### src/rtl/dba_pkg.sv
package dba_pkg;
    typedef enum logic [1:0] {
        ARB_IDLE  = 2'd0,
        ARB_GRANT = 2'd1,
        ARB_HELD  = 2'd2
    } arb_state_t;

    typedef enum logic [1:0] {
        BRD_IDLE = 2'd0,
        BRD_WAIT = 2'd1,
        BRD_OWN  = 2'd2
    } brd_state_t;
endpackage

### src/rtl/dba_sync.sv
module dba_sync #(
    parameter int WIDTH  = 5,
    parameter int STAGES = 2
) (
    input  logic             clk,
    input  logic             rst_n,
    input  logic [WIDTH-1:0] d,
    output logic [WIDTH-1:0] q
);
    logic [WIDTH-1:0] stage [STAGES];

    always_ff @(posedge clk or negedge rst_n) begin
        if (!rst_n) begin
            for (int i = 0; i < STAGES; i++) stage[i] <= '0;
        end else begin
            stage[0] <= d;
            for (int i = 1; i < STAGES; i++) stage[i] <= stage[i-1];
        end
    end

    assign q = stage[STAGES-1];
endmodule

### src/rtl/dba_arbiter.sv
module dba_arbiter
    import dba_pkg::*;
#(
    parameter int LEVELS = 5
) (
    input  logic              clk,
    input  logic              rst_n,
    input  logic [LEVELS-1:0] lvl_req,
    input  logic              busy,
    output logic [LEVELS-1:0] grant,
    output logic              clear
);
    localparam int IW = (LEVELS > 1) ? $clog2(LEVELS) : 1;

    arb_state_t    state_q, state_d;
    logic [IW-1:0] owner_q, owner_d, pick;
    logic          higher, clear_q;

    always_comb begin
        pick = '0;
        for (int i = LEVELS - 1; i >= 0; i--) begin
            if (lvl_req[i]) pick = IW'(i);
        end
        higher = 1'b0;
        for (int i = 0; i < LEVELS; i++) begin
            if (i < int'(owner_q) && lvl_req[i]) higher = 1'b1;
        end
    end

    always_comb begin
        state_d = state_q;
        owner_d = owner_q;
        unique case (state_q)
            ARB_IDLE: begin
                if (|lvl_req && !busy) begin
                    state_d = ARB_GRANT;
                    owner_d = pick;
                end
            end
            ARB_GRANT: begin
                if (busy) state_d = ARB_HELD;
                else if (!lvl_req[owner_q]) state_d = ARB_IDLE;
            end
            ARB_HELD: begin
                if (!busy) state_d = ARB_IDLE;
            end
            default: state_d = ARB_IDLE;
        endcase
    end

    always_ff @(posedge clk or negedge rst_n) begin
        if (!rst_n) begin
            state_q <= ARB_IDLE;
            owner_q <= '0;
            clear_q <= 1'b0;
        end else begin
            state_q <= state_d;
            owner_q <= owner_d;
            clear_q <= (state_q == ARB_HELD) && busy && higher;
        end
    end

    always_comb begin
        grant = '0;
        if (state_q == ARB_GRANT) grant[owner_q] = 1'b1;
        clear = clear_q;
    end
endmodule

### src/rtl/dba_board.sv
module dba_board
    import dba_pkg::*;
(
    input  logic clk,
    input  logic rst_n,
    input  logic want,
    input  logic xfer_end,
    input  logic bg_in,
    input  logic busy,
    input  logic clear,
    output logic bg_out,
    output logic req,
    output logic busy_drv,
    output logic gnt
);
    brd_state_t state_q, state_d;

    always_comb begin
        state_d = state_q;
        unique case (state_q)
            BRD_IDLE: if (want) state_d = BRD_WAIT;
            BRD_WAIT: begin
                if (!want) state_d = BRD_IDLE;
                else if (bg_in && !busy) state_d = BRD_OWN;
            end
            BRD_OWN: if (!want || (clear && xfer_end)) state_d = BRD_IDLE;
            default: state_d = BRD_IDLE;
        endcase
    end

    always_ff @(posedge clk or negedge rst_n) begin
        if (!rst_n) state_q <= BRD_IDLE;
        else        state_q <= state_d;
    end

    always_comb begin
        bg_out   = (state_q == BRD_IDLE) ? bg_in : 1'b0;
        req      = (state_q == BRD_WAIT);
        busy_drv = (state_q == BRD_OWN);
        gnt      = (state_q == BRD_OWN);
    end
endmodule

### src/rtl/daisy_bus_arbiter.sv
module daisy_bus_arbiter #(
    parameter int LEVELS = 5,
    parameter int BOARDS = 2
) (
    input  logic                     clk,
    input  logic                     rst_n,
    input  logic [LEVELS*BOARDS-1:0] want,
    input  logic [LEVELS*BOARDS-1:0] xfer_end,
    output logic [LEVELS*BOARDS-1:0] local_gnt,
    output logic [LEVELS-1:0]        level_gnt,
    output logic [LEVELS-1:0]        bus_req_n,
    output logic                     bus_busy_n,
    output logic                     bus_clear_n
);
    localparam int NB = LEVELS * BOARDS;
    localparam int CW = BOARDS + 1;

    logic [NB-1:0]        req_vec, busy_vec;
    logic [LEVELS*CW-1:0] chain;
    logic [LEVELS-1:0]    lvl_req, lvl_req_s, lvl_gnt;
    logic                 bus_busy, clear;

    assign bus_busy = |busy_vec;

    dba_sync #(.WIDTH(LEVELS), .STAGES(2)) u_sync (
        .clk(clk), .rst_n(rst_n), .d(lvl_req), .q(lvl_req_s)
    );

    dba_arbiter #(.LEVELS(LEVELS)) u_arb (
        .clk(clk), .rst_n(rst_n), .lvl_req(lvl_req_s), .busy(bus_busy),
        .grant(lvl_gnt), .clear(clear)
    );

    for (genvar l = 0; l < LEVELS; l++) begin : g_level
        assign chain[l*CW] = lvl_gnt[l];
        assign lvl_req[l]  = |req_vec[l*BOARDS +: BOARDS];
        for (genvar b = 0; b < BOARDS; b++) begin : g_board
            dba_board u_brd (
                .clk(clk), .rst_n(rst_n),
                .want(want[l*BOARDS+b]), .xfer_end(xfer_end[l*BOARDS+b]),
                .bg_in(chain[l*CW+b]), .busy(bus_busy), .clear(clear),
                .bg_out(chain[l*CW+b+1]), .req(req_vec[l*BOARDS+b]),
                .busy_drv(busy_vec[l*BOARDS+b]), .gnt(local_gnt[l*BOARDS+b])
            );
        end
    end

    assign level_gnt   = lvl_gnt;
    assign bus_req_n   = ~lvl_req;
    assign bus_busy_n  = ~bus_busy;
    assign bus_clear_n = ~clear;
endmodule

### config.mk
export PLATFORM = sky130hd
export DESIGN_NAME = daisy_bus_arbiter
export DESIGN_NICKNAME = d
export VERILOG_FILES = /design/src/rtl/dba_pkg.sv /design/src/rtl/dba_sync.sv /design/src/rtl/dba_arbiter.sv /design/src/rtl/dba_board.sv /design/src/rtl/daisy_bus_arbiter.sv
export SDC_FILE = /design/constraint.sdc
export NUM_CORES = 1
export LEC_CHECK = 0
export BUFFER_PORTS_ARGS = -buffer_cell sky130_fd_sc_hd__buf_2
export CAP_MARGIN = 15
export CORE_MARGIN = 2
export CORE_UTILIZATION = 50
export CTS_CLUSTER_DIAMETER = 30
export DETAILED_ROUTE_END_ITERATION = 8
export PLACE_DENSITY = 0.71
export SETUP_SLACK_MARGIN = 0.15
export SLEW_MARGIN = 20
export SYNTH_ARGS = -nofsm -noshare
export SYNTH_HDL_FRONTEND = slang
export SYNTH_SLANG_ARGS = --single-unit
### constraint.sdc
create_clock -name clk -period 2.1 [get_ports clk]
set_input_delay 0.42 -clock clk [delete_from_list [all_inputs] [get_ports clk]]
set_output_delay 0.42 -clock clk [all_outputs]
set_load 0.05 [all_outputs]
---- Word-level counts from Yosys, hierarchy flattened ----
Cells that the tools add are included.
storage, ports and cells
  bits in registers ....................... 36
  input bits .............................. 22
cells by class
  $lt $le $gt $ge ......................... 7
  equal/unequal tests ..................... 55
  mux-type cells .......................... 75
  bitwise operators ....................... 3
  reductions and logical operators ........ 80
operators by type and width
  operator                                                     count
  two-way mux 2 bit                                            44
  case mux 2 bit (3 select lines)                              11
  != test 2 bit (second input constant)                        21
  != test 3 bit (second input constant)                        11
  AND reduction 3 bit                                          11
  logical AND 1 bit                                            29
  == test 2 x 1 -> 1 bit (second input constant)               11
  == test 2 bit (second input constant)                        11
  logical NOT 2 bit                                            11
  two-way mux 3 bit                                            5
  two-way mux 1 bit                                            12
  logical NOT 1 bit                                            11
  logical OR 1 bit                                             10
  OR reduction 10 bit                                          1
  OR reduction 2 bit                                           5
  less-than comparator 1 x 3 -> 1 bit (first input constant)   2
  less-than comparator 2 x 3 -> 1 bit (first input constant)   2
  two-way mux 5 bit                                            1
  NOT 5 bit                                                    1
  OR reduction 5 bit                                           1
  less-than comparator 3 x 4 -> 1 bit (second input constant)  1
  binary-select mux 1 bit (select 3 bit)                       1
  demux 1 bit (select 3 bit)                                   1
  >= comparator 3 x 1 -> 1 bit (second input constant)         1
  4 further kinds                                              5

---- Longest topological paths before layout ----
Gate-level depths: netlist of run 1.
  depth in word-level cells ............... 10
  depth in mapped cells ................... 7

---- Hierarchy ----
A second synthesis of run 1 with hierarchy kept.
unflattened totals
  cell total of the unflattened synthesis .. 200
  area total of the unflattened synthesis .. 2128.3 um^2
modules (own cells, without submodules)
  module             instances  cells an instance  area each (um^2)  sequential area each (um^2)
  dba_board          10         12                 133.9             50.0
  dba_arbiter        1          48                 409.1             150.1
  dba_sync           1          15                 287.8             250.2
  daisy_bus_arbiter  1          17                 92.6              0.0

---- Worst setup path before layout of run 1 ----
Ideal clock, no wire load.
  path type ............................... reg2out
  from .................................... register g_level[1].g_board[0].u_brd.state_q[1]
  to ...................................... output port bus_busy_n
  arrival ................................. 1523 ps
  required time ........................... 1680 ps
  path slack .............................. 157 ps
  stages on the path, launching flop included .. 7
  buffers on the path ..................... 1
  cell sequence ........................... dfrtp_1 -> nor2b_4 -> nor4_4 -> nand3_2 -> or2_1 -> inv_1 -> buf_2
between the ends
  cells in the longest elaborated chain, start to end .. 3
RTL lines
  what                                            RTL line                 text
  start, declared                                 dba_board.sv:16          brd_state_t state_q, state_d;
  start signal, assigned                          dba_board.sv:33          else state_q <= state_d;
  == test 2 bit                                   dba_board.sv:39          busy_drv = (state_q == BRD_OWN);
  named net g_level[1].g_board[0].u_brd.busy_drv  dba_board.sv:13          output logic busy_drv,
  OR reduction 10 bit                             daisy_bus_arbiter.sv:23  assign bus_busy = |busy_vec;
  NOT 1 bit                                       daisy_bus_arbiter.sv:50  assign bus_busy_n = ~bus_busy;
  end, declared                                   daisy_bus_arbiter.sv:12  output logic bus_busy_n,
The timed path passes the listed nets, and every way through them passes these cells.

---- Final worst setup path of run 1 ----
  from .................................... register g_level[0].g_board[0].u_brd.state_q[1]
  to ...................................... output port bus_busy_n
between the ends
  cells in the longest elaborated chain, start to end .. 3
RTL lines
  what                    RTL line
  start, declared         dba_board.sv:16
  start signal, assigned  dba_board.sv:33
  == test 2 bit           dba_board.sv:39
  OR reduction 10 bit     daisy_bus_arbiter.sv:23
  NOT 1 bit               daisy_bus_arbiter.sv:50
Every way passes these cells.

==> results of run 1 <==
-- cell usage after synthesis, drive strengths merged --
| cell | instances |
|---|---|
| dfrtp | 36 |
| and3 | 3 |
| a21o | 2 |
| a21oi | 5 |
| o22ai | 2 |
| or3 | 1 |
| o32ai | 1 |
| nor2b | 16 |
| nor3 | 7 |
| nor2 | 14 |
| mux2i | 2 |
| a22oi | 1 |
| a31oi | 2 |
| nand4 | 1 |
| nor3b | 2 |
| or2 | 3 |
| nand3 | 18 |
| o21a | 1 |
| a41oi | 1 |
| clkbuf | 5 |
| o21ai | 11 |
| a311oi | 7 |
| nand2 | 16 |
| inv | 25 |
| a211oi | 1 |
| or4b | 1 |
| or4 | 1 |
| buf | 16 |
| mux2 | 2 |
| nand2b | 2 |
| o311a | 1 |
| nor4 | 2 |
-- kinds of logic (layout without fill, tap and decap cells) --
| family | after synthesis | after routing | share of synthesized area (%) |
|---|---|---|---|
| AO/OA/AOI/OAI | 35 | 35 | 12.2 |
| multiplexers | 4 | 4 | 2.64 |
| flip-flops | 36 | 36 | 47.6 |
| AND/OR/NAND/NOR | 87 | 87 | 25.4 |
| buffers and inverters | 46 | 87 | 12.2 |
-- what timing repair did --
action	4_1_cts	5_1_grt
setup buffers	4	1
resized for setup	10	13
endpoints found under the setup margin	6	10
pin swaps	3	3
-- registers in the layout, indices dropped and copies added, names as in the netlist --
name	cells
u_arb.owner_q	3
u_arb.state_q	2
u_arb.clear	1
u_sync.stage	5
g_level.g_board.u_brd.state_q	20
u_sync.q	5
-- per-stage QoR --
step           instances  utilization [%]  TNS [ns]  worst slack [ns]
6_report             297             61.9  -0.00151          -0.00151
5_1_grt              297             61.9    -0.114           -0.0820
4_1_cts              296             60.7   -0.0180           -0.0180
3_5_place_dp         285             57.0         0            0.0837
3_3_place_gp         285             57.0         0             0.112
2_1_floorplan        208                -         0             0.157
-- power by group --
part	internal, W	leakage [nW]	switching (W)	total (W)
registers	0.000818	0.441	0.000143	0.000961
clock network	0.000225	0.0410	0.000228	0.000454
logic	0.000474	0.638	0.000699	0.00117
-- metal layers --
metal / part of all wire [%] / global-route usage, % / vias to the layer above
met5: 0 / 0 / -
met3: 5.4 / 4.62 / 2
met2: 46 / 34.6 / 39
met1: 48 / 28.0 / 734
li1: - / - / 771
met4: 0.58 / 5.73 / 0
-- final cells by class --
class	instances	area, µm²
Clock buffer	6	72.6
Sequential cell	36	901
Multi-Input combinational cell	126	796
Clock inverter	1	5.00
Inverter	25	96.3
Tap cell	48	60.1
Fill cell	320	1400
Timing Repair Buffer	55	334
-- path summary, 6_finish.rpt --
path,end,slack [ns],cells after the start
worst max-delay path,bus_busy_n,-0.002,6
worst min-delay path,g_level[2].g_board[0].u_brd.state_q[0]$_DFFE_PN0P_,0.22,1
worst max register to register,u_arb.owner_q[2]$_DFFE_PN0P_,0.05,6
worst min register to register,u_sync.q[3]$_DFF_PN0_,0.35,0
max in group asynchronous,g_level[2].g_board[1].u_brd.state_q[0]$_DFFE_PN0P_,1.37,1
min in group clk,u_sync.q[3]$_DFF_PN0_,0.35,0
==> summary.md, run 1 <==
| Metric | Value |
|---|---|
| Global route total overflow | 0 |
| Vias | 1,546 |
| Final Total Pwr | 0.00259 W |
| Final period util | 100% |
| Slew Viols, Final | 0 |
| Top cells by area, synth | dfrtp_1, buf_4, inv_1, nor2b_1, nand3_1 |
| Max VDD drop | 0.791 mV |
| Yosys reg bits | 36 |
| Setup crit start | g_level[0].g_board[0].u_brd.state_q[1]$_DFFE_PN0P_ |
| Final setup margin | -0.00151 ns |
| Final net count | 271 |
| Iteration-0 DRC Markers | 103 |
| Root buf cell | clkbuf_8 |
| Site Rows | 22 |
| Final ANT Viol Nets | 0 |
| Largest net degree at the start of global routing | 37 |
| Ant diodes | 0 |
| Die extent in x | 65.6 µm |
| Die height | 65.6 µm |
| Cells along the critical path | nor2b_4 -> nor4_4 -> nand3_2 -> or2_4 -> inv_4 -> buf_8 |
| Die area | 0.00430 mm² |
| H-tree depth | 2 |
| Commonest non-fill, non-tap cells in the layout | dfrtp_1, buf_2, inv_1, nand3_1, nand2_1 |
| Syn Area/Cell | 9.11 µm² |
| Maximum buffer depth of the clock tree | 2 |
| Min Hold Slack | 0.223 ns |
| Number of global-route vias before repair | 1,535 |
| Total GRT Usage | 21.0% |
| Critical Path Source Type | flop |
| P&R area growth vs syn | 19.6% |
| Buf/Inv on CP | 2 |
| Number of CTS-inserted buffers | 5 |
| Worst Path Required | 1.68 ns |
| Setup violators final | 1 |
| DRC Markers | 0 |
| # clock sinks | 36 |
| CTS tree | built |
| Register area share after synthesis | 47.6% |
| WL/cell | 13.3 µm |
| CTS Hold Bufs | 0 |
| P_leak | 1.12 nW |
| Critical path's largest stage delay | 0.41 ns |
| Crit Path Class | reg -> out |
| Normalized max-slew margin | 47.8% |
| Cell area power density | 1140 mW/mm² |
| Fmax | 476 MHz |
| Global-route wire length before repair | 6970 µm |
| Worst skew pair latency | 0.28 ns |
| CP Capture Type | output pin |
| Initial antenna violation count | 0 |
| Tmin final | 2.10 ns |
| Yosys top cell by area | dfrtp_1 |
| Final Hold Fails | 0 |
| Mapped Area | 0.00189 mm² |
| Placer Congestion | 0.810 |
| Finished Cell Area | 0.00226 mm² |
| Via/cell ratio | 5.21 |
| First drt pass iteration count | 4 |
| Initial Util | 51.7% |
| Top delay family on crit path | simple AND/OR/NAND/NOR gates |
| IO buf count | 43 |
| Distinct cell type count after synthesis | 39 |
| Top-area cell type share of the netlist area | 47.6% |
| Max Fanout on Critical Path | 4 |
| Share of layout cells above drive strength 1 | 32.1% |
| Status | finished, violations left |
| Failing checks | negative setup slack |
| Syn nets | 230 |
| Post-Route WL | 3950 µm |
| Final Skew | 0.00950 ns |
| Synth Instances | 208 |
| Number of I/O pins | 44 |
| Dpl hpwl | 2910 µm |
| Crit path DAT | 1.68 ns |
| FF-to-FF Start | g_level[0].g_board[0].u_brd.state_q[1]$_DFFE_PN0P_ |
| Synthesis Warnings | 0 |
| Critical path's slowest cell | dfrtp_1 |
| RSZ-0062 raised after global routing | true |
| Max-cap violation count | 0 |
| Worst-Margin Slew | 0.783 ns |
| Area after DPL | 0.00209 mm² |
| Worst hold path type | in -> async |
| Core area | 0.00366 mm² |
| Clock transition at the registers of the reported paths | 0.07 ns |
No activity file was read; power rests on OpenSTA's default activity.
==> inputs of run 2 (changes only) <==
- ABC_AREA: default -> 1
- PLACE_DENSITY: 0.71 -> 0.69
==> run 2 against run 1 <==
The flow now finishes without violations. Final area rose by 15%. Critical path depth is 2 lower. Worst setup slack better by 0.25 ns. Synthesized cell count is 60% higher. Sequential cell count unchanged.
==> summary.md, run 2 <==
| Metric | Value |
|---|---|
| Number of CTS-inserted buffers | 5 (unchanged) |
| Worst r2r dst | u_arb.owner_q[1]$_DFFE_PN0P_ |
| IO buf count | 43 (unchanged) |
| Via/cell ratio | 4.78 (-8.2%) |
| Number of global-route vias before repair | 1,840 (+20%) |
| Tmin final | 1.85 ns (-0.250 ns) |
| # clock sinks | 36 (unchanged) |
| Area after DPL | 0.00245 mm² (+18%) |
| Count leader, synth | nand2_1 |
| Synth cell count leaders | nand2_1, inv_1, dfrtp_1, nor2_1, o21ai_0 |
| RSZ-0062 raised after global routing | true |
| Final ANT Viol Nets | 0 (unchanged) |
| Worst hold path type | in -> async |
| Final Skew | 0.00172 ns (-0.00778 ns) |
| Root buf cell | clkbuf_8 |
| Crit Path Class | reg -> out |
| Max-cap violation count | 0 (unchanged) |
| Reg2Reg Setup Slack | 0.53 ns (+0.48 ns) |
| Die area | 0.00514 mm² (+20%) |
| Setup crit start | u_arb.owner_q[2]$_DFFE_PN0P_ |
| Largest net degree at the start of global routing | 23 (-38%) |
| Commonest non-fill, non-tap cell in the layout | nand2_1 |
| Core area | 0.00438 mm² (+20%) |
| Share of layout cells above drive strength 1 | 21.2% (-11 points) |
| Worst Path Required | 1.68 ns (about the same) |
| Final setup TNS | 0 ns (+0.00151 ns) |
| CTS tree | built |
| Iteration-0 DRC Markers | 122 (+18%) |
| First drt pass iteration count | 4 (unchanged) |
| Util after Layout | 59.2% (-2.6 points) |
| Cell area power density | 1480 mW/mm² (+30%) |
| Crit path DAT | 1.43 ns (-0.25 ns) |
| Mapped Area | 0.00229 mm² (+21%) |
| Initial antenna violation count | 0 (unchanged) |
| DRC Markers | 0 (unchanged) |
| FILL cells | 403 (+26%) |
| Max FFs per register | 20 (unchanged) |
| Setup violators final | 0 (-1) |
| Max Fanout on Critical Path | 5 (+1) |
| Number of I/O pins | 44 (unchanged) |
| Distinct cell type count after synthesis | 21 (-46%) |
| Total GRT Usage | 19.7% (-1.3 points) |
| Most flops, register | g_level.g_board.u_brd.state_q |
| Final Hold Fails | 0 (unchanged) |
| Global route total overflow | 0 (unchanged) |
| Number of flops mapped to enable cells by yosys | 0 (unchanged) |
| WL/cell | 11.2 µm (-16%) |
| Slew Viols, Final | 0 (unchanged) |
| Synthesis Warnings | 0 (unchanged) |
| Die extent in x | 71.7 µm (+9.4%) |
| Critical Path Source Type | flop |
| Global-route wire length before repair | 7890 µm (+13%) |
| Finished Cell Area | 0.00260 mm² (+15%) |
| Vias | 2,006 (+30%) |
| FF-to-FF Start | g_level[3].g_board[0].u_brd.state_q[0]$_DFFE_PN0P_ |
| Register area share after synthesis | 39.3% (-8.3 points) |
| P&R area growth vs syn | 13.3% |
| Ant diodes | 0 (unchanged) |
| Critical path's largest stage delay | 0.42 ns (about the same) |
| Place WS | 0.501 ns (+0.418 ns) |
| Placer Congestion | 0.869 (+7.3%) |
| Synth Instances | 332 (+60%) |
| Top cells by area, synth | dfrtp_1, nand2_1, inv_1, buf_4, nor2_1 |
| Max VDD drop | 0.796 mV (+0.61%) |
| Synth Flop Type | dfrtp_1 |
| Critical path's slowest cell | dfrtp_1 |
| P_leak | 1.53 nW (+37%) |
| Worst-Margin Slew | 0.513 ns (-0.269 ns) |
| Maximum buffer depth of the clock tree | 2 (unchanged) |
| Yosys reg bits | 36 (unchanged) |
| Final period util | 88.2% (-12 points) |
| Worst skew pair latency | 0.29 ns (about the same) |
| Final net count | 389 (+44%) |
| Initial Util | 52.3% (+0.57 points) |
| Multi-input logic area | 997 µm² (+25%) |
| Most used cell, CP | nor2_2 |
| Cells along the critical path | nor2_2 -> inv_2 -> nor2_2 -> buf_2 |
| Final setup margin | 0.248 ns (+0.250 ns) |
| Normalized max-slew margin | 65.8% (+18 points) |
| Reg area | 902 µm² (+0.14%) |
| Min Hold Slack | 0.0944 ns (-0.129 ns) |
| Status | finished clean |
| Reg2Reg Depth | 8 (+2) |
| Post-Route WL | 4720 µm (+19%) |
| Async SR Flop Fraction | 100% (unchanged) |
| Clock transition at the registers of the reported paths | 0.07 ns (about the same) |
| Syn nets | 354 (+54%) |
| H-tree depth | 2 (unchanged) |
| CP Capture Type | output pin |
| CTS Hold Bufs | 0 (unchanged) |
| Fmax | 540 MHz (+13%) |
| Commonest non-fill, non-tap cells in the layout | nand2_1, inv_1, buf_2, dfrtp_1, nor2_1 |
| Yosys top cell by area | dfrtp_1 |
| Dpl hpwl | 3660 µm (+26%) |
| Top-area cell type share of the netlist area | 39.3% (-8.3 points) |
| Syn Area/Cell | 6.91 µm² (-24%) |
| Site Rows | 24 (+9.1%) |
| Die height | 71.7 µm (+9.4%) |
-- run 2: critical path: cells and delay by family, from the launching register on --
| family | cells | cell delay, ns |
|---|---|---|
| buffers and inverters | 2 | 0.35 |
| DFF | 1 | 0.42 |
| and+or+nand+nor | 2 | 0.36 |
-- run 2: repair_timing --
item / CTS / global route
buffers inserted: 0 / 0
endpoints found under the setup margin: 0 / 5
resized for setup: 0 / 10
-- run 2: logic make-up (layout without fill, tap and decap cells) --
group	count (synthesis)	in the layout	share of synthesized area [%]
compound gates	46	46	11.9
simple gates	164	164	31.5
flops	36	36	39.3
buf+inv	86	122	17.3
-- run 2: per-stage QoR --
step / power (W) / cells
finish: 0.00384 / 420
global route: 0.00417 / 420
CTS: 0.00383 / 420
detailed placement: 0.00315 / 412
global placement: 0.00311 / 412
floorplan: 0.00283 / 332
-- run 2: cell type report --
class	instances	area share, %
timing repair buffer	46	9.68
clock inverter	1	1.16
inverter	68	9.83
clock buffer	7	3.71
tap	52	2.50
sequential	36	34.7
multi-input combinational	210	38.4
-- run 2: per-layer routing --
| metal | part of all wire (%) | wire length, µm | global-route usage (%) | vias up |
|---|---|---|---|---|
| met5 | 0 | 0 | 0 | - |
| met4 | 0.72 | 34 | 5.03 | 0 |
| met3 | 5.8 | 272 | 5.91 | 4 |
| met2 | 49 | 2290 | 31.7 | 50 |
| met1 | 45 | 2120 | 26.2 | 891 |
| li1 | - | - | - | 1061 |
-- run 2: worst max path at each step --
stage / end / slack [ns]
2_1_floorplan: level_gnt[4] / 0.64
5_1_grt: level_gnt[2] / 0.13
6_report: level_gnt[1] / 0.25
3_3_place_gp: bus_busy_n / 0.51
3_5_place_dp: bus_busy_n / 0.50
4_1_cts: bus_busy_n / 0.18
-- run 2: power by group --
part | leakage, nW | internal [W] | total (W) | switching [W]
logic | 1.02 | 0.000614 | 0.00202 | 0.00141
registers | 0.442 | 0.000946 | 0.00116 | 0.000209
clock network | 0.0645 | 0.000419 | 0.000669 | 0.000250
